===== config.mk =====
export PLATFORM = sky130hd
export DESIGN_NAME = memif_bridge
export DESIGN_NICKNAME = d
export VERILOG_FILES = /design/src/rtl/memif_pkg.sv /design/src/rtl/memif_addr_reg.sv /design/src/rtl/memif_data_reg.sv /design/src/rtl/memif_xfer_fsm.sv /design/src/rtl/memif_bridge.sv
export SDC_FILE = /design/constraint.sdc
export NUM_CORES = 1
export LEC_CHECK = 0
export ABC_AREA = 0
export ABC_CLOCK_PERIOD_IN_PS = 1520
export CAP_MARGIN = 20
export CORE_MARGIN = 3
export CORE_UTILIZATION = 30
export DETAILED_ROUTE_END_ITERATION = 10
export GPL_TIMING_DRIVEN = 0
export HOLD_SLACK_MARGIN = 0.03
export PLACE_DENSITY = 0.71
export SLEW_MARGIN = 20
export SYNTH_ARGS = -nofsm -noshare
export SYNTH_HDL_FRONTEND = slang
export SYNTH_SLANG_ARGS = --single-unit

===== constraint.sdc =====
create_clock -name clk -period 1.52 [get_ports clk]
set_clock_uncertainty 0.05 [all_clocks]
set_input_delay 0.456 -clock clk [delete_from_list [all_inputs] [get_ports clk]]
set_output_delay 0.456 -clock clk [all_outputs]
set_load 0.02 [all_outputs]

===== src/rtl/memif_pkg.sv =====
package memif_pkg;

    typedef enum logic [1:0] {
        XF_IDLE  = 2'd0,
        XF_READ  = 2'd1,
        XF_WRITE = 2'd2
    } xfer_state_t;

endpackage


===== src/rtl/memif_addr_reg.sv =====
module memif_addr_reg #(
    parameter int DATA_W = 16,
    parameter int ADDR_W = 16
) (
    input  logic              clk,
    input  logic              rst_n,
    input  logic              load,
    input  logic [DATA_W-1:0] bus_in,
    output logic [ADDR_W-1:0] addr_q
);

    always_ff @(posedge clk) begin
        if (!rst_n) begin
            addr_q <= '0;
        end else if (load) begin
            addr_q <= bus_in[ADDR_W-1:0];
        end
    end

endmodule


===== src/rtl/memif_data_reg.sv =====
module memif_data_reg #(
    parameter int DATA_W = 16
) (
    input  logic              clk,
    input  logic              rst_n,
    input  logic              load_int,
    input  logic              load_ext,
    input  logic [DATA_W-1:0] bus_in,
    input  logic [DATA_W-1:0] mem_in,
    output logic [DATA_W-1:0] data_q
);

    // Memory-side capture outranks the internal-bus load.
    always_ff @(posedge clk) begin
        if (!rst_n) begin
            data_q <= '0;
        end else if (load_ext) begin
            data_q <= mem_in;
        end else if (load_int) begin
            data_q <= bus_in;
        end
    end

endmodule


===== src/rtl/memif_xfer_fsm.sv =====
module memif_xfer_fsm
    import memif_pkg::*;
(
    input  logic clk,
    input  logic rst_n,
    input  logic rd_cmd,
    input  logic wr_cmd,
    input  logic mem_done,
    output logic mem_rd,
    output logic mem_wr,
    output logic stall,
    output logic capture_ok,
    output logic cmd_err
);

    xfer_state_t state_q;
    xfer_state_t state_nxt;
    logic        bad_cmd;
    logic        err_q;

    // State register
    always_ff @(posedge clk) begin
        if (!rst_n) begin
            state_q <= XF_IDLE;
        end else begin
            state_q <= state_nxt;
        end
    end

    // Sticky error flag
    always_ff @(posedge clk) begin
        if (!rst_n) begin
            err_q <= 1'b0;
        end else if (bad_cmd) begin
            err_q <= 1'b1;
        end
    end

    // Transitions
    always_comb begin
        state_nxt = state_q;
        bad_cmd   = 1'b0;
        unique case (state_q)
            XF_IDLE: begin
                if (rd_cmd && wr_cmd) begin
                    bad_cmd = 1'b1;
                end else if (rd_cmd) begin
                    state_nxt = XF_READ;
                end else if (wr_cmd) begin
                    state_nxt = XF_WRITE;
                end
            end
            XF_READ, XF_WRITE: begin
                if (rd_cmd || wr_cmd) begin
                    bad_cmd = 1'b1;
                end
                if (mem_done) begin
                    state_nxt = XF_IDLE;
                end
            end
            default: begin
                state_nxt = XF_IDLE;
            end
        endcase
    end

    // Outputs
    always_comb begin
        mem_rd     = 1'b0;
        mem_wr     = 1'b0;
        stall      = 1'b0;
        capture_ok = 1'b0;
        unique case (state_q)
            XF_IDLE: begin
            end
            XF_READ: begin
                mem_rd     = 1'b1;
                stall      = !mem_done;
                capture_ok = mem_done;
            end
            XF_WRITE: begin
                mem_wr = 1'b1;
                stall  = !mem_done;
            end
            default: begin
            end
        endcase
    end

    assign cmd_err = err_q;

endmodule


===== src/rtl/memif_bridge.sv =====
module memif_bridge #(
    parameter int DATA_W = 16,
    parameter int ADDR_W = 16
) (
    input  logic              clk,
    input  logic              rst_n,
    input  logic [DATA_W-1:0] ibus_in,
    output logic [DATA_W-1:0] ibus_out,
    output logic              ibus_drive,
    input  logic              addr_load,
    input  logic              mdr_load_int,
    input  logic              mdr_load_ext,
    input  logic              mdr_drive_int,
    input  logic              mdr_drive_ext,
    input  logic              rd_cmd,
    input  logic              wr_cmd,
    output logic              wait_o,
    output logic              cmd_err,
    output logic [ADDR_W-1:0] mem_addr,
    output logic [DATA_W-1:0] mem_wdata,
    output logic              mem_wdata_oe,
    input  logic [DATA_W-1:0] mem_rdata,
    output logic              mem_rd,
    output logic              mem_wr,
    input  logic              mem_done
);

    logic              capture_ok;
    logic [DATA_W-1:0] mdr_q;

    memif_xfer_fsm u_fsm (
        .clk        (clk),
        .rst_n      (rst_n),
        .rd_cmd     (rd_cmd),
        .wr_cmd     (wr_cmd),
        .mem_done   (mem_done),
        .mem_rd     (mem_rd),
        .mem_wr     (mem_wr),
        .stall      (wait_o),
        .capture_ok (capture_ok),
        .cmd_err    (cmd_err)
    );

    memif_addr_reg #(
        .DATA_W (DATA_W),
        .ADDR_W (ADDR_W)
    ) u_mar (
        .clk    (clk),
        .rst_n  (rst_n),
        .load   (addr_load),
        .bus_in (ibus_in),
        .addr_q (mem_addr)
    );

    memif_data_reg #(
        .DATA_W (DATA_W)
    ) u_mdr (
        .clk      (clk),
        .rst_n    (rst_n),
        .load_int (mdr_load_int),
        .load_ext (capture_ok && mdr_load_ext),
        .bus_in   (ibus_in),
        .mem_in   (mem_rdata),
        .data_q   (mdr_q)
    );

    assign ibus_out     = mdr_q;
    assign ibus_drive   = mdr_drive_int;
    assign mem_wdata    = mdr_q;
    assign mem_wdata_oe = mdr_drive_ext;

endmodule


# Word level (Yosys, flattened, before mapping)
# Cells that the tools add are included.
# classes
n_reduce_logical	8
n_mux	14
eq_ne	5
# ops
operator	n
two-way mux 16 bit	2
two-way mux 2 bit	4
two-way mux 1 bit	6
case mux 2 bit (2 select lines)	1
!= test 3 bit (second input constant)	1
AND reduction 3 bit	1
== test 2 x 1 -> 1 bit (second input constant)	1
== test 2 bit (second input constant)	1
logical AND 1 bit	2
logical NOT 2 bit	1
!= test 2 x 1 -> 1 bit (second input constant)	1
!= test 2 bit (second input constant)	1
case mux 1 bit (2 select lines)	1
nonzero test 2 bit	1
OR reduction 2 bit	1
logical NOT 1 bit	1
logical OR 1 bit	1
# word_totals
regBits	35
out_inout_bits	54
in_bits	42

# Logic depth before layout (Yosys ltp)
# Gate-level depths: netlist of the first run.
# logic_depth
ltp_word	4
depth_mapped	6
ltp_nobuf	5

# Hierarchy
# A second synthesis of the first run with hierarchy kept.
# unflattened
cells_unflattened	167
hier_area_um2	1839.3
# modules_own_cells
mod	n_inst	cells_each	area_per_inst_um2
memif_data_reg	1	71	852.1
memif_addr_reg	1	51	615.6
memif_xfer_fsm	1	26	230.2
memif_bridge	1	19	141.4

# Worst setup path after synthesis of the first run
# No wires, ideal clock.
# synth_path
path_kind	reg-to-reg
startpoint	register u_fsm.state_q[0]
endpoint	register u_fsm.state_q[0]
t_arrival_ps	1382
path_slack_ps	13
required_time_ps	1396
path_buffers	0
stages_incl_launch_ff	6
setup_time_ps	74
path_cell_list	dfxtp_1 > inv_1 > ha_1 > nor2b_4 > or3b_1 > a31oi_1
# synth_between
elab_chain_len	4
word_cells_on_any_way	9
classes_between	eq/ne: 5; mux: 1; reduce/logical: 3
# synth_rtl
item	line	source
start, declared	memif_xfer_fsm.sv:16	xfer_state_t state_q;
start signal, assigned	memif_xfer_fsm.sv:26	state_q <= state_nxt;
== test 2 bit or == test 2 x 1 -> 1 bit (tied branches)	memif_xfer_fsm.sv:43	unique case (state_q)
OR reduction 2 bit (no source line)	--	
!= test 2 x 1 -> 1 bit (no source line)	--	
AND reduction 3 bit (no source line)	--	
# Several ways; a longest one is shown, not always the timed one.
# A chain may end at the register's enable or synchronous reset.

# Final worst setup path of the first run
# layout_path
startpoint	register u_fsm.state_q[0]
endpoint	output port wait_o
# layout_between
elab_chain_len	3
word_cells_on_any_way	4
classes_between	eq/ne: 2; mux: 1; reduce/logical: 1
# layout_rtl
item	line	source
== test 2 bit or == test 2 x 1 -> 1 bit (tied branches)	memif_xfer_fsm.sv:73	unique case (state_q)
OR reduction 2 bit (no source line) (*)	--	
two-way mux 1 bit (*)	--	
end, declared	memif_bridge.sv:17	output logic wait_o,
# Mark *: on every way between the ends. The rest lies on a longest branch, timed or not.

==> results of run 1 <==
[flip-flops by register name, indices dropped and copies added (netlist names)]
| name | cells |
|---|---|
| u_fsm.cmd_err | 1 |
| u_mar.addr_q | 16 |
| u_fsm.state_q | 2 |
| u_mdr.data_q | 16 |
[area by class of cell]
class | count | area, µm²
buffer | 28 | 220
clock buffer | 5 | 68.8
clock inverter | 3 | 15.0
fill | 505 | 2410
inverter | 3 | 16.3
multi-input combinational | 100 | 739
sequential | 35 | 726
tap | 70 | 87.6
timing repair buffer | 97 | 886
[Yosys cell counts]
master,number
buf_2,4
a31oi_1,2
mux2i_1,32
clkbuf_1,3
a211oi_1,16
nand3_1,4
o21ai_0,1
clkinv_1,1
nand2b_1,2
buf_12,1
or3b_1,2
inv_1,2
ha_1,4
nand2_1,2
buf_4,20
nor2_1,32
a21oi_1,1
o21a_1,1
dfxtp_1,35
nor2b_4,1
[power by group through the flow]
| stage | sequential (mW) | clock [mW] | combinational [mW] |
|---|---|---|---|
| after floorplan | 1.12 | 0 | 0.273 |
| after global placement | 1.05 | 0 | 0.677 |
| after detailed placement | 1.05 | 0 | 0.682 |
| after CTS | 1.03 | 0.658 | 0.669 |
| after global routing | 1.04 | 0.708 | 0.719 |
| final | 1.03 | 0.629 | 0.665 |
[stage by stage]
| stage | instances | hold slack (ns) | TNS [ns] | instance area, µm² |
|---|---|---|---|---|
| floorplan | 166 | 0.441 | 0 | 1630 |
| global placement | 327 | 0.397 | -10.59 | 2620 |
| detailed placement | 327 | 0.411 | -10.70 | 2620 |
| CTS | 340 | 0.427 | -0.479 | 2760 |
| global route | 341 | 0.444 | -1.31 | 2760 |
| finish | 341 | 0.429 | -0.433 | 2760 |
[routing by layer]
| layer | up-vias | GRT usage [%] | wire length, µm |
|---|---|---|---|
| met5 | - | 0 | 0 |
| met4 | 0 | 4.12 | 46 |
| met3 | 5 | 5.42 | 409 |
| met2 | 58 | 26.8 | 2290 |
| met1 | 686 | 19.3 | 2030 |
| li1 | 762 | - | - |
[logic make-up (layout without fill, tap and decap cells)]
| kind of cell | Yosys count | in the layout | share of synthesized area (%) |
|---|---|---|---|
| mux | 32 | 32 | 19.7 |
| flops | 35 | 35 | 43.1 |
| simple gates | 43 | 43 | 11.8 |
| fa+ha+maj | 4 | 4 | 3.08 |
| buf+inv | 31 | 136 | 13.1 |
| compound gates | 21 | 21 | 9.24 |
[worst max path at each step]
stage	to	slack [ns]	startpoint	cells after the start
after floorplan	u_fsm.state_q[0]	0.01	u_fsm.state_q[0]	5
after global placement	wait_o	-0.69	mem_done	3
after detailed placement	wait_o	-0.69	mem_done	3
after CTS	wait_o	-0.21	u_fsm.state_q[0]	4
after global routing	wait_o	-0.25	u_fsm.state_q[1]	4
final	wait_o	-0.19	u_fsm.state_q[0]	4
[placed cells by master, fill, tap and decap left out, drive strengths merged, types with 8 or more instances in the layout]
| cell type | instances |
|---|---|
| a211oi | 16 |
| buf | 43 |
| clkbuf | 8 |
| clkdlybuf4s15 | 11 |
| clkdlybuf4s50 | 37 |
| dfxtp | 35 |
| dlygate4sd2 | 31 |
| mux2i | 32 |
| nor2 | 32 |
[what timing repair did]
item / CTS / global route
endpoints found under the setup margin: 70 / 54
cloned: 0 / 0
buffers inserted: 5 / 1
gates resized for setup: 120 / 30
endpoints found under the hold margin: 0 / 0
pin swaps: 3 / 3
==> results.ini, run 1 <==
[timing]
period_needed_ns=1.71
fmax_ghz=0.584
period_share_pct=113
rsz0062_at_grt=yes
maxSlewViolCount=0
finalSetupViolations=5
relSlewSlack_pct=83.5
hold_viol=0
worst_pin_slew_ns=0.247
setup_ws_ns=-0.192

[power]
switchingPower_mw=0.675
vdd_drop_max_mv=0.419
p_total_mw=2.33
p_clk_share_pct=27.0
p_leak_nw=1.33
p_int_mw=1.65
p_sw_share_pct=29.0
comb_power_share_pct=28.6
p_per_area_nw_per_um2=844
pwr-share-seq_pct=44.4

[worst_setup_path]
r2r_start=u_fsm.state_q[0]
cp_top_family=flip-flops
path_cells=inv_4, ha_4, nor2b_4, buf_6
critical_path.slowest_cell=dfxtp_4
max_stage_delay_ns=0.36
arrival_ns=1.21
endpoint_kind=primary output
critPathMaxFanout=2
r2r_end=u_fsm.state_q[0]
crit_type=flop to primary output
rrSetupSlack_ns=0
reg2reg_depth=6
critPathBufInv=2
required_ns=1.01
critPathLaunchType=flop

[routing]
drt-initial-drc-count=43
drt_wl_total_um=4780
num_vias=1511
drt_pre_antenna_iters=4
viasPerCell=4.43
ant_nets=0
avgRoutedWirePerCell_um=14.0
drc=0

[floorplan]
start_util_pct=31.4
fp-row-count=26
die_w_um=79.6
core_area_um2=5170
io_pins=96
die_y_um=79.6
die_area_um2=6340

[logic_synthesis]
ys_ff_latch=35
syn_inst=166
yosysUniqueCellTypes=20
yosysWarnings=0
avgSynthCellArea_um2=9.79
synth_nets=212
synth_top_cell_area_share_pct=43.1
yosysSeqAreaShare_pct=43.1
yosysTopAreaCell=dfxtp_1
synthTopCellsByArea=dfxtp_1 (43%), mux2i_1 (20%), buf_4 (9.2%)
syn_area_um2=1630

[hold_path]
min_path_cells=1
min_path_type=flop to flop
min_to=u_fsm.cmd_err
hp-start=u_fsm.cmd_err

[global_route]
grt_pass1_vias=1596
antenna_found_initial=0
grt_usage_pct=15.9
grt_overflow_total=0
grt_max_degree=12
grt_pass1_wl_um=7820

[place]
gp_congestion=0.739
portBuffers=91
dp_hpwl_um=3530
place_ws_ns=-0.695

[cells_and_area]
drive_above_1_share_pct=31.0
final_nets=316
diodes=0
syn2layout_area_growth_pct=69.7
fin_util_pct=53.3

[cts]
clk_latency_ns=0.27
cts_max_path_buffers=2
holdBufCountCts=0
clk_pin_slew_ns=0.06
clock-sinks=35
cts_tree=yes
ctsHtreeMaxLevel=2
cts_root_buffer=clkbuf_8
numCtsBuffers=5

[status]
violations=setup timing
outcome=finished, violations left

[flow_run]
drv_cap=0

No activity file was read; power rests on OpenSTA's default activity.
==> run 2, diff against run 1 <==
--- a/config.mk
+++ b/config.mk
@@ -9,11 +9,11 @@
 export ABC_CLOCK_PERIOD_IN_PS = 1520
 export CAP_MARGIN = 20
 export CORE_MARGIN = 3
-export CORE_UTILIZATION = 30
+export CORE_UTILIZATION = 34
 export DETAILED_ROUTE_END_ITERATION = 10
 export GPL_TIMING_DRIVEN = 0
 export HOLD_SLACK_MARGIN = 0.03
-export PLACE_DENSITY = 0.71
+export PLACE_DENSITY = 0.79
 export SLEW_MARGIN = 20
 export SYNTH_ARGS = -nofsm -noshare
 export SYNTH_HDL_FRONTEND = slang
==> results.ini, run 2 (synthesis gave the netlist of run 1 again) <==
[routing]
drc=0  ; unchanged
drt-initial-drc-count=41  ; -4.7%
avgRoutedWirePerCell_um=14.0  ; -0.20%
drt_pre_antenna_iters=4  ; unchanged
viasPerCell=4.70  ; +6.1%
drt_wl_total_um=4490  ; -6.1%
ant_nets=0  ; unchanged
num_vias=1509  ; -0.13%

[floorplan]
die_y_um=75.1  ; -5.6%
die_area_um2=5650  ; -11%
core_area_um2=4470  ; -13%
fp-row-count=24  ; -7.7%
start_util_pct=36.3  ; +4.9 points
io_pins=96  ; unchanged
die_w_um=75.1  ; -5.6%

[place]
dp_hpwl_um=3340  ; -5.4%
gp_congestion=0.691  ; -6.5%
place_area_um2=2600  ; -0.86%
dpl.cell_count=309  ; -5.5%
portBuffers=91  ; unchanged

[worst_setup_path]
rrSetupSlack_ns=0.01  ; about the same
arrival_ns=1.20  ; about the same
critPathLaunchType=flop
endpoint_kind=primary output
required_ns=1.01  ; about the same
critPathMaxFanout=2  ; unchanged
crit_type=flop to primary output

[power]
p_leak_nw=1.33  ; -0.19%
p_total_mw=2.49  ; +6.9%
vdd_drop_max_mv=0.489  ; +17%
p_per_area_nw_per_um2=894  ; +6.0%

[cells_and_area]
final_common_cell=clkdlybuf4s50_1
reg_top3=u_mar.addr_q x16, u_mdr.data_q x16, u_fsm.state_q x2
final_nets=315  ; -0.32%
diodes=0  ; unchanged
syn2layout_area_growth_pct=71.1
drive_above_1_share_pct=29.4  ; -1.6 points
fin_util_pct=62.2  ; +8.8 points
final_cell_area_um2=2780  ; +0.82%
final_cell_count_no_fill=321  ; -5.9%
final_cell_mix=clkdlybuf4s50_1 (36), dlygate4sd2_1 (34), mux2i_1 (32), nor2_1 (32), buf_4 (26)

[global_route]
grt_pass1_vias=1459  ; -8.6%
grt_max_degree=11  ; -1
grt_pass1_wl_um=7090  ; -9.4%
grt_usage_pct=16.4  ; +0.46 points
antenna_found_initial=0  ; unchanged
grt_overflow_total=0  ; unchanged

[timing]
period_needed_ns=1.70  ; -0.0100 ns
relSlewSlack_pct=83.5  ; about the same
worst_pin_slew_ns=0.246  ; -0.000424 ns
period_share_pct=112  ; -0.66 points
hold_viol=0  ; unchanged
setup_ws_ns=-0.182  ; +0.0100 ns
maxSlewViolCount=0  ; unchanged
holdWs_ns=0.427  ; -0.00174 ns
rsz0062_at_grt=yes
fmax_ghz=0.587  ; +0.59%
finalSetupViolations=3  ; -2

[cts]
cts_tree=yes
clock-sinks=35  ; unchanged
clk_latency_ns=0.28  ; about the same
ctsHtreeMaxLevel=2  ; unchanged
numCtsBuffers=5  ; unchanged
holdBufCountCts=0  ; unchanged
clk_pin_slew_ns=0.06  ; about the same
cts_max_path_buffers=2  ; unchanged
cts_root_buffer=clkbuf_8

[status]
violations=setup timing
outcome=finished, violations left

[hold_path]
min_path_type=flop to flop

[flow_run]
drv_cap=0  ; unchanged

-- run 2: cell count changes in the layout (fill, tap and decap cells not counted), sizes merged --
cell           before  now
buf                43   33
bufinv              0    1
clkbuf              8   10
clkdlybuf4s15      11   17
clkdlybuf4s50      37   36
clkinv              4    1
dlygate4sd2        31   34
-- run 2: repair_timing --
item / CTS / global route
buffers inserted: 4 / 1
endpoints found under the hold margin: 0 / 0
setup endpoints to repair: 71 / 47
pin swaps: 3 / 1
gates resized for setup: 117 / 20
-- run 2: cell type report --
cell class              count  area, µm²
clock buffers               6       72.6
well taps                  52       65.1
clock inverters             1       30.0
repair buffers             96        923
fillers                   417       1690
inverters                   3       13.8
multi-input cells         100        737
flip-flops and latches     35        723
plain buffers              28        216
-- run 2: metal layers --
metal,GRT usage (%),vias up,part of all wire [%],wire length [µm]
li1,-,760,-,-
met1,20.4,682,44,1950
met2,27.6,63,46,2070
met3,5.61,4,9.5,425
met4,3.50,0,0.78,35
met5,0,-,0,0
-- run 2: path summary, 6_finish.rpt --
check                    from               end  cells past startpoint
max reg2reg  u_fsm.state_q[0]  u_fsm.state_q[1]                      6
max          u_fsm.state_q[1]            wait_o                      4
min             u_fsm.cmd_err     u_fsm.cmd_err                      1
min reg2reg     u_fsm.cmd_err     u_fsm.cmd_err                      1
-- run 2: critical path: stages (launching register included) --
cell and delay [ns]:
dfxtp_2 0.34, inv_2 0.05, ha_4 0.26, nor2b_4 0.14, buf_6 0.12
-- run 2: power by group --
part	internal, mW	total (mW)	switching [mW]	leakage, nW
Clock	0.480	0.791	0.310	0.0513
Sequential	0.989	1.03	0.0426	0.295
Combinational	0.354	0.664	0.310	0.981
-- run 2: stage by stage --
step | TNS [ns] | setup slack, ns
after global placement | -9.67 | -0.698
after global routing | -1.10 | -0.230
after detailed placement | -10.46 | -0.716
final | -0.304 | -0.182
after CTS | -0.319 | -0.194
after floorplan | 0 | 0.0132
==> run 3, diff against run 2 <==
--- a/config.mk
+++ b/config.mk
@@ -8,12 +8,13 @@
 export ABC_AREA = 0
 export ABC_CLOCK_PERIOD_IN_PS = 1520
 export CAP_MARGIN = 20
-export CORE_MARGIN = 3
-export CORE_UTILIZATION = 34
+export CELL_PAD_IN_SITES_DETAIL_PLACEMENT = 0
+export CELL_PAD_IN_SITES_GLOBAL_PLACEMENT = 1
+export CORE_UTILIZATION = 24
 export DETAILED_ROUTE_END_ITERATION = 10
 export GPL_TIMING_DRIVEN = 0
 export HOLD_SLACK_MARGIN = 0.03
-export PLACE_DENSITY = 0.79
+export PLACE_DENSITY = 0.78
 export SLEW_MARGIN = 20
 export SYNTH_ARGS = -nofsm -noshare
 export SYNTH_HDL_FRONTEND = slang
==> results.ini, run 3 (synthesis gave the netlist of run 1 again) <==
[floorplan]
die_w_um=84.3  ; +12%
core_area_um2=6460  ; +44%
die_y_um=84.3  ; +12%
io_pins=96  ; unchanged
fp-row-count=29  ; +21%
die_area_um2=7100  ; +26%
start_util_pct=25.2  ; -11 points

[cts]
holdBufCountCts=0  ; unchanged
ctsHtreeMaxLevel=2  ; unchanged
clock-sinks=35  ; unchanged
cts_tree=yes
clk_pin_slew_ns=0.07  ; about the same
cts_max_path_buffers=2  ; unchanged
clk_latency_ns=0.28  ; about the same
numCtsBuffers=5  ; unchanged
cts_root_buffer=clkbuf_8

[power]
p_total_mw=2.38  ; -4.4%
p_per_area_nw_per_um2=814  ; -9.0%
vdd_drop_max_mv=0.377  ; -23%
p_leak_nw=1.38  ; +3.7%

[flow_run]
drv_cap=0  ; unchanged

[cells_and_area]
diodes=0  ; unchanged
syn2layout_area_growth_pct=79.8
final_cell_count_no_fill=352  ; +9.7%
final_nets=320  ; +1.6%
final_common_cell=clkdlybuf4s50_1
final_cell_mix=clkdlybuf4s50_1 (36), mux2i_1 (32), dlygate4sd2_1 (32), buf_4 (31), nor2_1 (31)
reg_top3=u_mar.addr_q x16, u_mdr.data_q x16, u_fsm.state_q x2
drive_above_1_share_pct=34.2  ; +4.8 points

[hold_path]
min_to=u_fsm.cmd_err
min_path_cells=1  ; unchanged
min_path_type=flop to flop
hp-start=u_fsm.cmd_err

[global_route]
antenna_found_initial=0  ; unchanged
grt_overflow_total=0  ; unchanged
grt_max_degree=11  ; unchanged
grt_pass1_wl_um=7860  ; +11%
grt_pass1_vias=1614  ; +11%
grt_usage_pct=14.1  ; -2.2 points

[routing]
ant_nets=0  ; unchanged
drt-initial-drc-count=39  ; -4.9%
drt_pre_antenna_iters=7  ; +3
drt_wl_total_um=4930  ; +9.8%
viasPerCell=4.43  ; -5.8%
drc=18  ; +18
num_vias=1559  ; +3.3%
avgRoutedWirePerCell_um=14.0  ; +0.14%

[place]
gp_congestion=0.678  ; -1.9%
dp_hpwl_um=3510  ; +5.0%
dpl.cell_count=334  ; +8.1%
portBuffers=91  ; unchanged

[timing]
hold_viol=0  ; unchanged
period_share_pct=111  ; -0.61 points
fmax_ghz=0.591  ; +0.54%
relSlewSlack_pct=82.4  ; -1.2 points
finalSetupViolations=3  ; unchanged
period_needed_ns=1.69  ; -0.00922 ns
maxSlewViolCount=0  ; unchanged
setup_ws_ns=-0.173  ; +0.00922 ns
worst_pin_slew_ns=0.264  ; +0.0182 ns
rsz0062_at_grt=yes

[worst_setup_path]
required_ns=1.01  ; about the same
r2r_end=u_fsm.state_q[0]
critical_path.slowest_cell=dfxtp_2
rrSetupSlack_ns=0  ; about the same
path_cells=inv_4, ha_4, nor2b_4, buf_6
max_stage_delay_ns=0.36  ; +0.02 ns
arrival_ns=1.19  ; about the same
reg2reg_depth=6  ; unchanged
critPathMaxFanout=2  ; unchanged
crit_type=flop to primary output
r2r_start=u_fsm.state_q[1]
critPathLaunchType=flop
endpoint_kind=primary output

[status]
violations=DRC, setup timing
outcome=finished, violations left

## run 3: how the worst max path moves through the flow
stage | startpoint | end | cells after the start
2_1_floorplan | u_fsm.state_q[0] | u_fsm.state_q[0] | 5
3_3_place_gp | mem_done | wait_o | 3
3_5_place_dp | mem_done | wait_o | 3
4_1_cts | u_fsm.state_q[1] | wait_o | 4
5_1_grt | u_fsm.state_q[1] | wait_o | 4
6_report | u_fsm.state_q[1] | wait_o | 4
## run 3: what timing repair did
action,4_1_cts,5_1_grt
setup buffers,5,7
endpoints found under the setup margin,77,43
pin swaps,3,12
cloned,0,1
gates resized for setup,127,37
## run 3: metrics by stage
stage	worst slack, ns	setup TNS (ns)	hold WS, ns	utilization (%)	cell area, µm²
2_1_floorplan	0.0132	0	0.441	-	1630
3_3_place_gp	-0.697	-11.23	0.395	40.8	2630
3_5_place_dp	-0.700	-12.35	0.409	40.8	2630
4_1_cts	-0.193	-0.637	0.426	43.1	2780
5_1_grt	-0.213	-0.703	0.458	45.2	2920
6_report	-0.173	-0.304	0.423	45.2	2920
## run 3: critical path: cells and delay by family (launching register included)
family	cells	cell delay [ns]
DFF	1	0.36
adders and majority gates	1	0.25
buffers and inverters	2	0.16
and+or+nand+nor	1	0.14
## run 3: final cells by class
class,count,area (µm²)
plain buffers,28,233
inverters,3,17.5
clock inverters,1,5.00
flip-flops and latches,35,718
well taps,77,96.3
multi-input cells,100,805
repair buffers,101,971
clock buffers,7,76.3
fillers,650,3540
## run 3: power breakdown
| part | leakage (nW) | internal (mW) | switching (mW) |
|---|---|---|---|
| clock | 0.0422 | 0.321 | 0.324 |
| sequential | 0.294 | 0.989 | 0.0399 |
| combinational | 1.04 | 0.374 | 0.330 |
## run 3: routing by layer
metal  GRT usage, %  part of all wire, %  up-vias
li1               -                    -      771
met1           17.7                   44      717
met2           23.8                   47       64
met3           4.03                  7.9        7
met4           3.76                  1.0        0
met5              0                    0        -
